File: config.mk
export PLATFORM = sky130hd
export DESIGN_NAME = errWarnTracker
export DESIGN_NICKNAME = d
export VERILOG_FILES = /design/src/rtl/ewTrackPkg.sv /design/src/rtl/ewControl.sv /design/src/rtl/ewDatapath.sv /design/src/rtl/errWarnTracker.sv
export SDC_FILE = /design/constraint.sdc
export NUM_CORES = 1
export LEC_CHECK = 0
export BUFFER_PORTS_ARGS = -buffer_cell sky130_fd_sc_hd__buf_2
export CORE_ASPECT_RATIO = 1.1
export CORE_UTILIZATION = 51
export CTS_CLUSTER_DIAMETER = 100
export CTS_CLUSTER_SIZE = 30
export DETAILED_ROUTE_END_ITERATION = 12
export PLACE_DENSITY = 0.81
export SLEW_MARGIN = 30
export SYNTH_ARGS = -nofsm -noshare
export SYNTH_HDL_FRONTEND = slang
export SYNTH_SLANG_ARGS = --single-unit
File: constraint.sdc
create_clock -name clk -period 3.6 [get_ports clk]
set_input_delay 0.18 -clock clk [delete_from_list [all_inputs] [get_ports clk]]
set_output_delay 0.18 -clock clk [all_outputs]
set_load 0.01 [all_outputs]
File: src/rtl/ewTrackPkg.sv
package ewTrackPkg;
  typedef struct packed {
    logic overAny;
    logic underAll;
    logic boHit;
  } ewCmp_t;

  typedef struct packed {
    logic setErr;
    logic clrErr;
    logic enterBo;
    logic leaveBo;
  } ewStrobe_t;
endpackage

File: src/rtl/ewControl.sv
module ewControl
  import ewTrackPkg::*;
(
  input  ewCmp_t    cmp,
  input  logic      recoverDone,
  input  logic      busOffFlag,
  output ewStrobe_t strobe
);
  always_comb begin
    strobe = '0;
    if (busOffFlag) begin
      strobe.leaveBo = recoverDone;
    end else if (cmp.boHit) begin
      strobe.enterBo = 1'b1;
    end else if (cmp.overAny) begin
      strobe.setErr = 1'b1;
    end else if (cmp.underAll) begin
      strobe.clrErr = 1'b1;
    end
  end
endmodule

File: src/rtl/ewDatapath.sv
module ewDatapath
  import ewTrackPkg::*;
#(
  parameter int CNT_W     = 9,
  parameter int LIM_W     = 8,
  parameter int LIMIT_RST = 96
) (
  input  logic             clk,
  input  logic             rstN,
  input  logic [CNT_W-1:0] txErrCnt,
  input  logic [CNT_W-1:0] rxErrCnt,
  input  logic             limitWe,
  input  logic [LIM_W-1:0] limitIn,
  input  logic             recoverDone,
  input  ewStrobe_t        strobe,
  output ewCmp_t           cmp,
  output logic             errFlag,
  output logic             busOffFlag,
  output logic             warnEvent
);
  localparam int BUS_OFF_LEVEL = 1 << (CNT_W - 1);

  logic [LIM_W-1:0] limitQ;
  logic [CNT_W-1:0] limitExt;
  logic             errQ, boQ, errD, boD, evQ;

  assign limitExt = CNT_W'(limitQ);

  always_comb begin
    cmp.overAny  = (txErrCnt > limitExt) || (rxErrCnt > limitExt);
    cmp.underAll = (txErrCnt < limitExt) && (rxErrCnt < limitExt);
    cmp.boHit    = (txErrCnt >= CNT_W'(BUS_OFF_LEVEL));
  end

  always_ff @(posedge clk) begin
    if (!rstN) begin
      limitQ <= LIM_W'(LIMIT_RST);
      errQ   <= 1'b0;
      boQ    <= 1'b0;
      errD   <= 1'b0;
      boD    <= 1'b0;
      evQ    <= 1'b0;
    end else begin
      if (limitWe) limitQ <= limitIn;
      errD <= errQ;
      boD  <= boQ;
      evQ  <= (errQ != errD) || (boQ != boD);
      if (strobe.leaveBo) begin
        boQ  <= 1'b0;
        errQ <= 1'b0;
      end else if (strobe.enterBo) begin
        boQ  <= 1'b1;
        errQ <= 1'b1;
      end else if (strobe.setErr) begin
        errQ <= 1'b1;
      end else if (strobe.clrErr) begin
        errQ <= 1'b0;
      end
    end
  end

  assign errFlag    = errQ;
  assign busOffFlag = boQ;
  assign warnEvent  = evQ;


  errRiseCause_chk: assert property (@(posedge clk) disable iff (!rstN)
    $rose(errQ) |-> $past(cmp.overAny || cmp.boHit));

  errFallCause_chk: assert property (@(posedge clk) disable iff (!rstN)
    $fell(errQ) |-> $past(cmp.underAll || (boQ && recoverDone)));

  boEntry_chk: assert property (@(posedge clk) disable iff (!rstN)
    $rose(boQ) |-> $past(cmp.boHit) && errQ);

  boHoldsErr_chk: assert property (@(posedge clk) disable iff (!rstN)
    boQ |-> errQ);

  boExit_chk: assert property (@(posedge clk) disable iff (!rstN)
    $fell(boQ) |-> $past(recoverDone) && !errQ);

  eventTiming_chk: assert property (@(posedge clk) disable iff (!rstN)
    evQ == (($past(errQ) != $past(errQ, 2)) || ($past(boQ) != $past(boQ, 2))));

  limitLoad_chk: assert property (@(posedge clk) disable iff (!rstN)
    $past(limitWe) |-> limitQ == $past(limitIn));

  causeCode_chk: assert property (@(posedge clk) disable iff (!rstN)
    evQ |-> !(boQ && !errQ));

  oneStrobe_chk: assert property (@(posedge clk) disable iff (!rstN)
    $onehot0(strobe));
endmodule

File: src/rtl/errWarnTracker.sv
module errWarnTracker
  import ewTrackPkg::*;
#(
  parameter int CNT_W     = 9,
  parameter int LIM_W     = 8,
  parameter int LIMIT_RST = 96
) (
  input  logic             clk,
  input  logic             rstN,
  input  logic [CNT_W-1:0] txErrCnt,
  input  logic [CNT_W-1:0] rxErrCnt,
  input  logic             limitWe,
  input  logic [LIM_W-1:0] limitIn,
  input  logic             recoverDone,
  output logic             errFlag,
  output logic             busOffFlag,
  output logic             warnEvent
);
  ewCmp_t    cmp;
  ewStrobe_t strobe;

  ewControl u_ctrl (
    .cmp(cmp), .recoverDone(recoverDone), .busOffFlag(busOffFlag), .strobe(strobe)
  );

  ewDatapath #(.CNT_W(CNT_W), .LIM_W(LIM_W), .LIMIT_RST(LIMIT_RST)) u_dp (
    .clk(clk), .rstN(rstN), .txErrCnt(txErrCnt), .rxErrCnt(rxErrCnt),
    .limitWe(limitWe), .limitIn(limitIn), .recoverDone(recoverDone),
    .strobe(strobe), .cmp(cmp), .errFlag(errFlag), .busOffFlag(busOffFlag),
    .warnEvent(warnEvent)
  );
endmodule

; ---- Word level (Yosys, flattened, before mapping)
; Index checks and enable logic that the tools add are counted.
[totals]
ff_bits = 13
latchBits = 0
ramBits = 0
romBits = 0
input_bits = 30
out_inout_bits = 3
word_cells = 29
mem_count = 0
[op_classes]
add_sub_neg = 0
mul = 0
div = 0
magnitude_cmp = 5
eq_ne = 2
shift = 0
mux = 10
bitwise_logic = 1
reduce_logical = 5
[ops]
columns = cell, n
row1 = > comparator 9 x 8 -> 1 bit, 2
row2 = < comparator 9 x 8 -> 1 bit, 2
row3 = "greater-or-equal comparator 9 bit, second input constant", 1
row4 = 2-to-1 mux 1 bit, 8
row5 = 2-to-1 mux 3 bit, 1
row6 = nonzero test 3 bit, 1
row7 = logical OR 1 bit, 2
row8 = 2-to-1 mux 2 bit, 1
row9 = inequality test 1 bit, 2
row10 = OR reduction 2 bit, 1
row11 = logical AND 1 bit, 1
row12 = NOT 1 bit, 1

; ---- Depth between registers and ports, before layout
; Gate-level depths: netlist of the first run.
[depth]
depth_word = 9
mapped_depth = 7
depth_no_buf = 7

; ---- Modules after synthesis
; A second synthesis of the first run with hierarchy kept.
[unflattened]
hier_cells = 98
area_unflattened_um2 = 889.6
[by_module_without_submodules]
columns = module, instances, cells_each, area_per_inst_um2, seq_area_each_um2
row1 = ewDatapath, 1, 94, 850.8, 260.2
row2 = ewControl, 1, 4, 38.8, 0.0

; ---- Least setup slack after synthesis of the first run
; No wires, ideal clock.
[synth_path]
path_kind = register -> register
from = register u_dp.limitQ[6]
to = register u_dp.errQ, in the netlist u_dp.errFlag
setup_time_ns = 0.125
t_arrival_ns = 1.352
required_ns = 3.475
slack_ns = 2.123
stages_incl_launch_ff = 8
synth_period_minus_slack_ns = 1.477
path_cell_list = dfxtp_1 -> inv_1 -> ha_1 -> a21o_1 -> a2111oi_2 -> inv_1 -> o21ai_1 -> a21oi_1
[synth_via]
elab_chain_len = 7
elab_cells_between_ends = 14
classes_between = 4 x order compare / 7 x mux / 3 x reduce/logical
[synth_rtl]
columns = element, line
row1 = from (decl), ewDatapath.sv:23  ; logic [LIM_W-1:0] limitQ;
row2 = from (signal assigned), ewDatapath.sv:37  ; limitQ <= LIM_W'(LIMIT_RST);
row3 = from (signal assigned), ewDatapath.sv:44  ; if (limitWe) limitQ <= limitIn;
row4 = < comparator 9 x 8 -> 1 bit or > comparator 9 x 8 -> 1 bit (tied branches), "ewDatapath.sv:31, ewDatapath.sv:30"
row5 = logical AND 1 bit or logical OR 1 bit (tied branches), "ewDatapath.sv:31, ewDatapath.sv:30"
row6 = "2-to-1 mux 1 bit, on equally long branches", "ewControl.sv:17, ewControl.sv:15"
row7 = 2-to-1 mux 1 bit or 2-to-1 mux 2 bit (tied branches), "ewControl.sv:15, ewControl.sv:13"
row8 = 2-to-1 mux 2 bit (*), ewControl.sv:13  ; end else if (cmp.boHit) begin
row9 = 2-to-1 mux 3 bit (*), ewControl.sv:11  ; if (busOffFlag) begin
row10 = nonzero test 3 bit (no line) or 2-to-1 mux 1 bit (tied branches), n/a
row11 = to (signal assigned), ewDatapath.sv:38  ; errQ <= 1'b0;
row12 = to (signal assigned), ewDatapath.sv:50  ; errQ <= 1'b0;
row13 = to (signal assigned), ewDatapath.sv:53  ; errQ <= 1'b1;
row14 = to (decl), ewDatapath.sv:25  ; logic errQ, boQ, errD, boD, evQ;
; Every way passes the cells marked *; elsewhere a longest branch is shown, timed or not.
; A chain may end at the register's enable or synchronous reset.

; ---- Worst setup path in the final report of the first run
; Ends and elaborated chain as after synthesis.

==> results.md, run 1 <==
* Total gr overflow at 0
* Status: complete, no violations
* Synthesized flop and latch total at 13
* Die area at 1851 um2
* Number of global-route vias before repair at 618
* Via density per instance at 5.250
* P per Cell Area at 317.3 nW/um2
* Area Growth Syn to Fin at 23.18%
* Root buffer cell: clkbuf_4
* Syn Area/Cell at 9.229 um2
* CP required at ~3.8 ns
* Worst Setup End Kind: flop
* Clock slew at reported path FFs at 0.08 ns
* Initial Utilization at 54.44%
* Final Critical Period at 1.591 ns
* Post-CTS Setup Bufs at 0
* Synth cell types at 29
* Yosys top cell area share at 30.32%
* RSZ-0062 raised after global routing: false
* Post-cts sizing count at 0
* Post-synth EDFFs at 0
* Total routed wirelength at 1666 um
* CP startpoint kind: flop
* Area contributors post-synth: dfxtp_1, ha_1, mux2i_1
* Skew-Pair Late Insertion Delay at 0.28 ns
* Detail Route Antenna Nets at 0
* Per-cell routed wire length at approximately 12 um
* Most frequent cell after synthesis: ha_1
* Main synth FF type: dfxtp_1
* HP Class: in2reg
* Tcrit/Tclk final at between 40% and 50%
* Die X at 41.12 um
* Slew Viols, Final at 0
* Final setup viols at 0
* CTS tree: done
* FP Rows at 15
* Fraction of registers with async set/reset at 0%
* Maximum clock frequency at between 600 and 700 MHz
* Port Buffers at 32
* Drt pass-1 iters at 3
* Layout Skew at around 0.0019 ns
* Synth Net Count at 139
* Number of remaining DRC errors at 0
* Final nets at 174
* Global-route wire length before repair at 2428 um
* Fraction of layout cells with a size suffix above 1 at between 20% and 30%
* Synth area leader: dfxtp_1
* Crit path cell chain: inv_1 > ha_1 > a21o_1 > a211oi_2 > o21ai_1 > o31ai_1 > a21oi_1
* Fin. Hold Viols at 0
* CTS Buffer Depth at 2
* Final TNS setup at 0 ns
* Num CTS Buffers at 3
* Core area at 1577 um2
* Sequential share of the synthesized area at 30.32%
* RD Place Congestion at between 0.7 and 0.8
* YS warnings at 0
* Largest net degree at the start of global routing at 14
* H-tree depth at 1
* Hold-fix buffer count after cts at 0
* Post-synthesis instance area at roughly 860 um2
* Max-Cap Viols at 0
* Relative slew margins at 81.70%
* 1st-iter DRT viols at 10
* Global Route Usage Sum at 20.43%
* Leak at around 0.55 nW
* WHS at 0.1143 ns
* Arr. time, crit path at 1.75 ns
* Die H at 45.03 um
* IO Pins at 33
* # clock sinks at 13
* Post-Syn Instances at 93
* Critical path type: reg2reg
* Worst IR drop on VDD at 0.2018 mV
* Worst slew pin tran at 0.2720 ns
* Final HPWL DP at 1335 um
* Worst path max stage delay at 0.31 ns
* CP max-delay cell: dfxtp_1
* Top cells by count, synth: ha_1, dfxtp_1, inv_1
* DR vias at 756
* Antenna fix cells at 0
* Crit Path Max Fanout at 3
* Initial antenna violation count at 0
==> registers in the layout (all words and copies together), names as in the netlist <==
| name | cells |
|---|---|
| u_dp.limitQ | 8 |
| u_dp.boD | 1 |
| u_dp.busOffFlag | 1 |
| u_dp.errD | 1 |
| u_dp.errFlag | 1 |
| u_dp.warnEvent | 1 |
==> where the power goes <==
| part | internal, mW | switching [mW] |
|---|---|---|
| sequential | 0.154 | 0.00714 |
| combinational | 0.0434 | 0.0402 |
| clock | 0.0430 | 0.0477 |
| total | 0.240 | 0.0950 |
==> worst max-delay path: cells and delay by family, from the launching register on <==
family	cells	cell delay, ns
AO/OA/AOI/OAI	5	0.81
adder cells (fa/ha/maj)	1	0.29
buffers and inverters	1	0.06
flip-flops	1	0.31
==> final timing paths <==
check,from,to,slack [ns],depth (start not counted)
max reg2reg,u_dp.limitQ[6],u_dp.errFlag,2.01,7
max,u_dp.limitQ[6],u_dp.errFlag,2.01,7
min,limitIn[5],u_dp.limitQ[5],0.11,3
min reg2reg,u_dp.limitQ[4],u_dp.limitQ[4],0.52,2
==> per-stage QoR <==
| step | total power [mW] | setup WS (ns) | instance area [um2] | instances | util (%) |
|---|---|---|---|---|---|
| 4_1_cts | 0.3400 | 1.992 | 1057 | 144 | 67.06 |
| 3_5_place_dp | 0.2479 | 2.037 | 1031 | 140 | 65.40 |
| 6_report | 0.3355 | 2.009 | 1057 | 144 | 67.06 |
| 5_1_grt | 0.3585 | 1.877 | 1057 | 144 | 67.06 |
| 3_3_place_gp | 0.2441 | 2.084 | 1031 | 140 | 65.40 |
| 2_1_floorplan | 0.2167 | 2.123 | 858.3 | 93 | - |
==> metal layers <==
metal / up-vias / GRT usage, % / share of wire [%]
li1: 398 / - / -
met1: 334 / 21.12 / 42
met2: 20 / 35.94 / 52
met3: 4 / 5.911 / 4.6
met4: 0 / 9.677 / 1.6
met5: - / 0 / 0
==> final cells by class <==
cell class | instances | area [um2]
Sequential cell | 13 | 260.3
Inverter | 13 | 48.80
Timing Repair Buffer | 32 | 160.2
Tap cell | 17 | 21.27
Multi-Input combinational cell | 65 | 540.5
Clock buffer | 4 | 26.28
Fill cell | 144 | 519.2
==> kinds of logic after synthesis <==
kind of cell	Yosys count	synth area share, %
adder cells (fa/ha/maj)	16	23.32
AO/OA/AOI/OAI	19	16.18
XOR/XNOR	2	2.041
flip-flops	13	30.32
buffers and inverters	15	6.705
AND/OR/NAND/NOR	22	14.43
multiplexers	6	6.997
==> layout by cell type, fill, tap and decap left out, types with 3 or more instances in the layout <==
cell,n
nand3_1,3
dfxtp_1,13
clkbuf_4,3
inv_1,13
mux2i_1,6
nor2b_1,7
buf_2,32
ha_1,16
a21oi_1,3
nand2_1,4
(Power assumes the default switching activity.)
==> run 2: changes to the inputs <==
Settings changed: CORE_UTILIZATION 51 to 47, PLACE_DENSITY 0.81 to 0.75.
Clock period 3.6 ns to 1.67 ns, I/O delays scaled along.
==> run 2 against run 1 <==
  * Non-clock buffer count increased by 1
  * Power up 120%
  * Fmax up 5.0%
  * Routed wire length rose by 0.72%
  * Critical path depth is the same
  * Die area rose by 8.1%
  * Critical endpoint unchanged
  * Largest cell class unchanged
  * Largest power group unchanged
==> results.md, run 2 (synthesis gave the netlist of run 1 again) <==
* Status: complete, no violations
* Port Buffers at 32
* Max FFs per register at 8
* Hold-fix buffer count after cts at 0
* IO Pins at 33
* CP required at 1.85 ns
* Met2 global-route usage at 38.18%
* Worst Setup End Kind: flop
* HP Class: in2reg
* Layout Skew at approximately 0.009 ns
* P per Cell Area at ~680 nW/um2
* Tcrit/Tclk final at 90.67%
* Per-cell routed wire length at 11.57 um
* # clock sinks at 13
* Final Critical Period at 1.514 ns
* Leak at about 0.56 nW
* Reg2reg start: u_dp.limitQ[6]
* Final Cell Area at around 1100 um2
* Critical path type: reg2reg
* Worst slew pin tran at 0.2643 ns
* Slew Viols, Final at 0
* Gr busiest metal: met2
* RD Place Congestion at 0.7663
* Fraction of layout cells with a size suffix above 1 at 32.03%
* Crit Path Max Fanout at 3
* DR vias at 748
* Worst Setup SP: u_dp.limitQ[6]
* Met1 Usage GRT at between 20 and 25%
* Worst IR drop on VDD at around 0.38 mV
* Final Non-Filler Cells at 145
* Clock slew at reported path FFs at 0.09 ns
* Inst Count DP at 140
* Die H at between 40 and 50 um
* Met3 Use GR at about 2.3%
* CTS tree: done
* Initial antenna violation count at 0
* Drt pass-1 iters at 1
* Die X at 42.75 um
* Root buffer cell: clkbuf_4
* Initial Utilization at 52.57%
* Commonest non-fill, non-tap cells in the layout: buf_2, ha_1, dfxtp_1
* Via density per instance at a little over 5
* Final TNS setup at 0 ns
* Final setup viols at 0
* CP startpoint kind: flop
* H-tree depth at 1
* RSZ-0062 raised after global routing: false
* Final HPWL DP at 1333 um
* Num CTS Buffers at 3
* Core area at 1633 um2
* 1st-iter DRT viols at 0
* Skew-Pair Late Insertion Delay at 0.28 ns
* WHS at around 0.022 ns
* Maximum clock frequency at roughly 660 MHz
* Detail Route Antenna Nets at 0
* FP Rows at 15
* Final cell utilization of the core at 66.74%
* Global-route wire length before repair at between 2000 and 3000 um
* Number of remaining DRC errors at 0
* Largest net degree at the start of global routing at 14
* Total gr overflow at 0
* Fin. Hold Viols at 0
* Area of placed instances at 1031 um2
* Max-Cap Viols at 0
* Worst hold path startpoint: limitIn[6]
* Final nets at 175
* Antenna fix cells at 0
* Relative slew margins at 82.38%
* Global Route Usage Sum at between 10% and 20%
* Number of global-route vias before repair at 714
* Top reg by flops: u_dp.limitQ
* Total routed wirelength at about 1700 um
* CTS Buffer Depth at 2
* Die area at 2001 um2
* Area Growth Syn to Fin at 26.97%
* Arr. time, crit path at 1.69 ns
* Most common cell after layout, fill and taps aside: buf_2
## run 2: repair_timing
item,in CTS,in global routing
setup buffers,0,1
hold endpoints to repair,0,0
resized for setup,0,3
endpoints found under the setup margin,0,1
## run 2: path summary, 6_finish.rpt
path                    end  cells after the start  slack (ns)
min          u_dp.limitQ[6]                      3        0.02
max reg2reg    u_dp.errFlag                      7        0.16
max            u_dp.errFlag                      7        0.16
min reg2reg  u_dp.limitQ[4]                      2        0.52
## run 2: worst max-delay path, stage by stage (launching register included)
cell	delay [ns]
dfxtp_1	0.32
inv_2	0.09
ha_4	0.21
a21o_1	0.16
a211oi_2	0.21
o21ai_1	0.10
o31ai_1	0.24
a21oi_1	0.09
## run 2: layout make-up
class,count,area (um2)
Multi-Input combinational cell,65,565.5
Timing Repair Buffer,33,167.7
Fill cell,141,543.0
Tap cell,17,21.27
Clock buffer,4,26.28
Inverter,13,48.80
Sequential cell,13,260.3
## run 2: per-stage QoR
| stage | total power [mW] | setup slack (ns) |
|---|---|---|
| CTS | 0.7394 | 0.08871 |
| global route | 0.7859 | 0.001816 |
| global placement | 0.5272 | 0.1565 |
| detailed placement | 0.5346 | 0.09771 |
| floorplan | 0.4671 | 0.1926 |
| finish | 0.7389 | 0.1557 |
## run 2: routing by layer
metal / vias to the layer above / wire (um)
met2: 20 / 859
met3: 2 / 68
met1: 325 / 733
met5: - / 0
met4: 0 / 17
li1: 401 / -
## run 2: report_power, final
part,switching [mW],internal [mW]
registers,0.0143,0.332
logic,0.0904,0.0998
clock network,0.110,0.0927
total,0.214,0.525
==> run 3: changes to the inputs <==
Settings changed: PLACE_DENSITY 0.75 to 0.82.
==> run 3 against run 2 <==
  * Power grew 0.32%
  * Sequential power is essentially flat
  * Clock skew shrank 0.0072 ns
  * Combinational power is essentially flat
  * Register-to-register slack lost 0.02 ns
  * Highest routed layer unchanged
  * Global-route usage grew 2.7 points
  * Critical path depth is the same
  * Sequential share of layout area is essentially flat
==> results.md, run 3 (synthesis gave the netlist of run 1 again) <==
* Status: complete, no violations
* Crit path cell chain: inv_2 > ha_4 > a21o_1 > a211oi_2 > o21ai_1 > o31ai_1 > a21oi_1
* Commonest non-fill, non-tap cells in the layout: buf_2, ha_1, dfxtp_1
* Crit path buf inv count at 1
* Inst Count DP at 140
* Crit Path Max Fanout at 3
* Total Power at roughly 0.74 mW
* Final Non-Filler Cells at 144
* Final Critical Period at 1.538 ns
* Initial Utilization at a little over half
* Worst IR drop on VDD at a little under 0.5 mV
* Max FFs per register at 8
* Via density per instance at 5.347
* Most common cell after layout, fill and taps aside: buf_2
* CP top delay family: compound AO/OA/AOI/OAI gates
* Per-cell routed wire length at 13.21 um
* Global-route wire length before repair at 3125 um
* Hold-fix buffer count after cts at 0
* Antenna fix cells at 0
* Relative slew margins at 81.81%
* P per Cell Area at 681.0 nW/um2
* 1st-iter DRT viols at 7
* CP required at about 1.8 ns
* Die H at around 47 um
* Leak at 0.5518 nW
* Drt pass-1 iters at 3
* Largest net degree at the start of global routing at 14
* Root buffer cell: clkbuf_4
* Slew Viols, Final at 0
* Final setup viols at 0
* Final nets at 174
* # clock sinks at 13
* Area Growth Syn to Fin at 26.82%
* Fin. Hold Viols at 0
* Port Buffers at 32
* CP max-delay cell: dfxtp_1
* Maximum clock frequency at between 600 and 700 MHz
* Detail Route Antenna Nets at 0
* Number of remaining DRC errors at 0
* Top reg by flops: u_dp.limitQ
* Final HPWL DP at 1525 um
* FP Rows at 15
* Tcrit/Tclk final at 92.12%
* Global Route Usage Sum at 21.73%
* Number of global-route vias before repair at 825
* Num CTS Buffers at 3
* Fraction of layout cells with a size suffix above 1 at 32.28%
* CTS tree: done
* Worst Setup End Kind: flop
* CP startpoint kind: flop
* Max-Cap Viols at 0
* Core area at approximately 1600 um2
* Die X at 42.75 um
* HP Class: in2reg
* RD Place Congestion at 0.7489
* Arr. time, crit path at 1.71 ns
* Worst slew pin tran at 0.2723 ns
* Critical path type: reg2reg
* Clock slew at reported path FFs at ~0.080 ns
* H-tree depth at 1
* Initial antenna violation count at 0
* Die area at ~2000 um2
* Post-CTS Setup Bufs at 0
* Layout Skew at ~0.0018 ns
* Post-cts sizing count at 0
* Skew-Pair Late Insertion Delay at 0.29 ns
* CTS Buffer Depth at 2
* DR vias at 770
* Fillers at 134
* Total routed wirelength at 1902 um
* IO Pins at 33
* Worst path max stage delay at just over 0.3 ns
* Total gr overflow at 0
[run 3: cell type report]
type	instances	area [um2]	share of cell area [%]
clock buffers	4	26.28	2.414
multi-input cells	65	571.8	52.53
well taps	17	21.27	1.954
repair buffers	32	160.2	14.71
flip-flops and latches	13	260.3	23.91
inverters	13	48.80	4.483
[run 3: metal layers]
metal / vias up / GRT usage, % / routed length [um] / part of all wire, %
li1: 397 / - / - / -
met1: 344 / 19.06 / 736 / 39
met2: 24 / 44.24 / 1026 / 54
met3: 5 / 5.769 / 97 / 5.1
met4: 0 / 13.75 / 40 / 2.1
met5: - / 0 / 0 / 0
[run 3: power by group]
part / internal [mW] / total [mW] / switching (mW)
clock: 0.0930 / 0.202 / 0.109
combinational: 0.0983 / 0.191 / 0.0927
sequential: 0.332 / 0.348 / 0.0163
total: 0.523 / 0.741 / 0.218
[run 3: path summary, 6_finish.rpt]
kind | start | to | slack (ns) | depth (start not counted)
max | u_dp.limitQ[6] | u_dp.errFlag | 0.13 | 7
min | limitIn[6] | u_dp.limitQ[6] | 0.02 | 3
max reg2reg | u_dp.limitQ[6] | u_dp.errFlag | 0.13 | 7
min reg2reg | u_dp.limitQ[1] | u_dp.limitQ[1] | 0.52 | 2
[run 3: worst register-to-register path: cells and delay by family (launching register included)]
family          cells  cell delay (ns)
compound gates      5             0.81
fa+ha+maj           1             0.21
buf+inv             1             0.10
flops               1             0.31
[run 3: stage by stage]
stage          instance area, um2  setup TNS [ns]  utilization, %  hold slack (ns)  worst slack [ns]
2_1_floorplan               858.3               0               -           0.2117            0.1926
3_3_place_gp                 1031               0           63.14           0.2992            0.1573
3_5_place_dp                 1031               0           63.14           0.3151           0.07475
4_1_cts                      1057               0           64.75          0.01683           0.06300
5_1_grt                      1089     -0.00007838           66.67          0.02047       -0.00007838
6_report                     1089               0           66.67          0.02446            0.1316
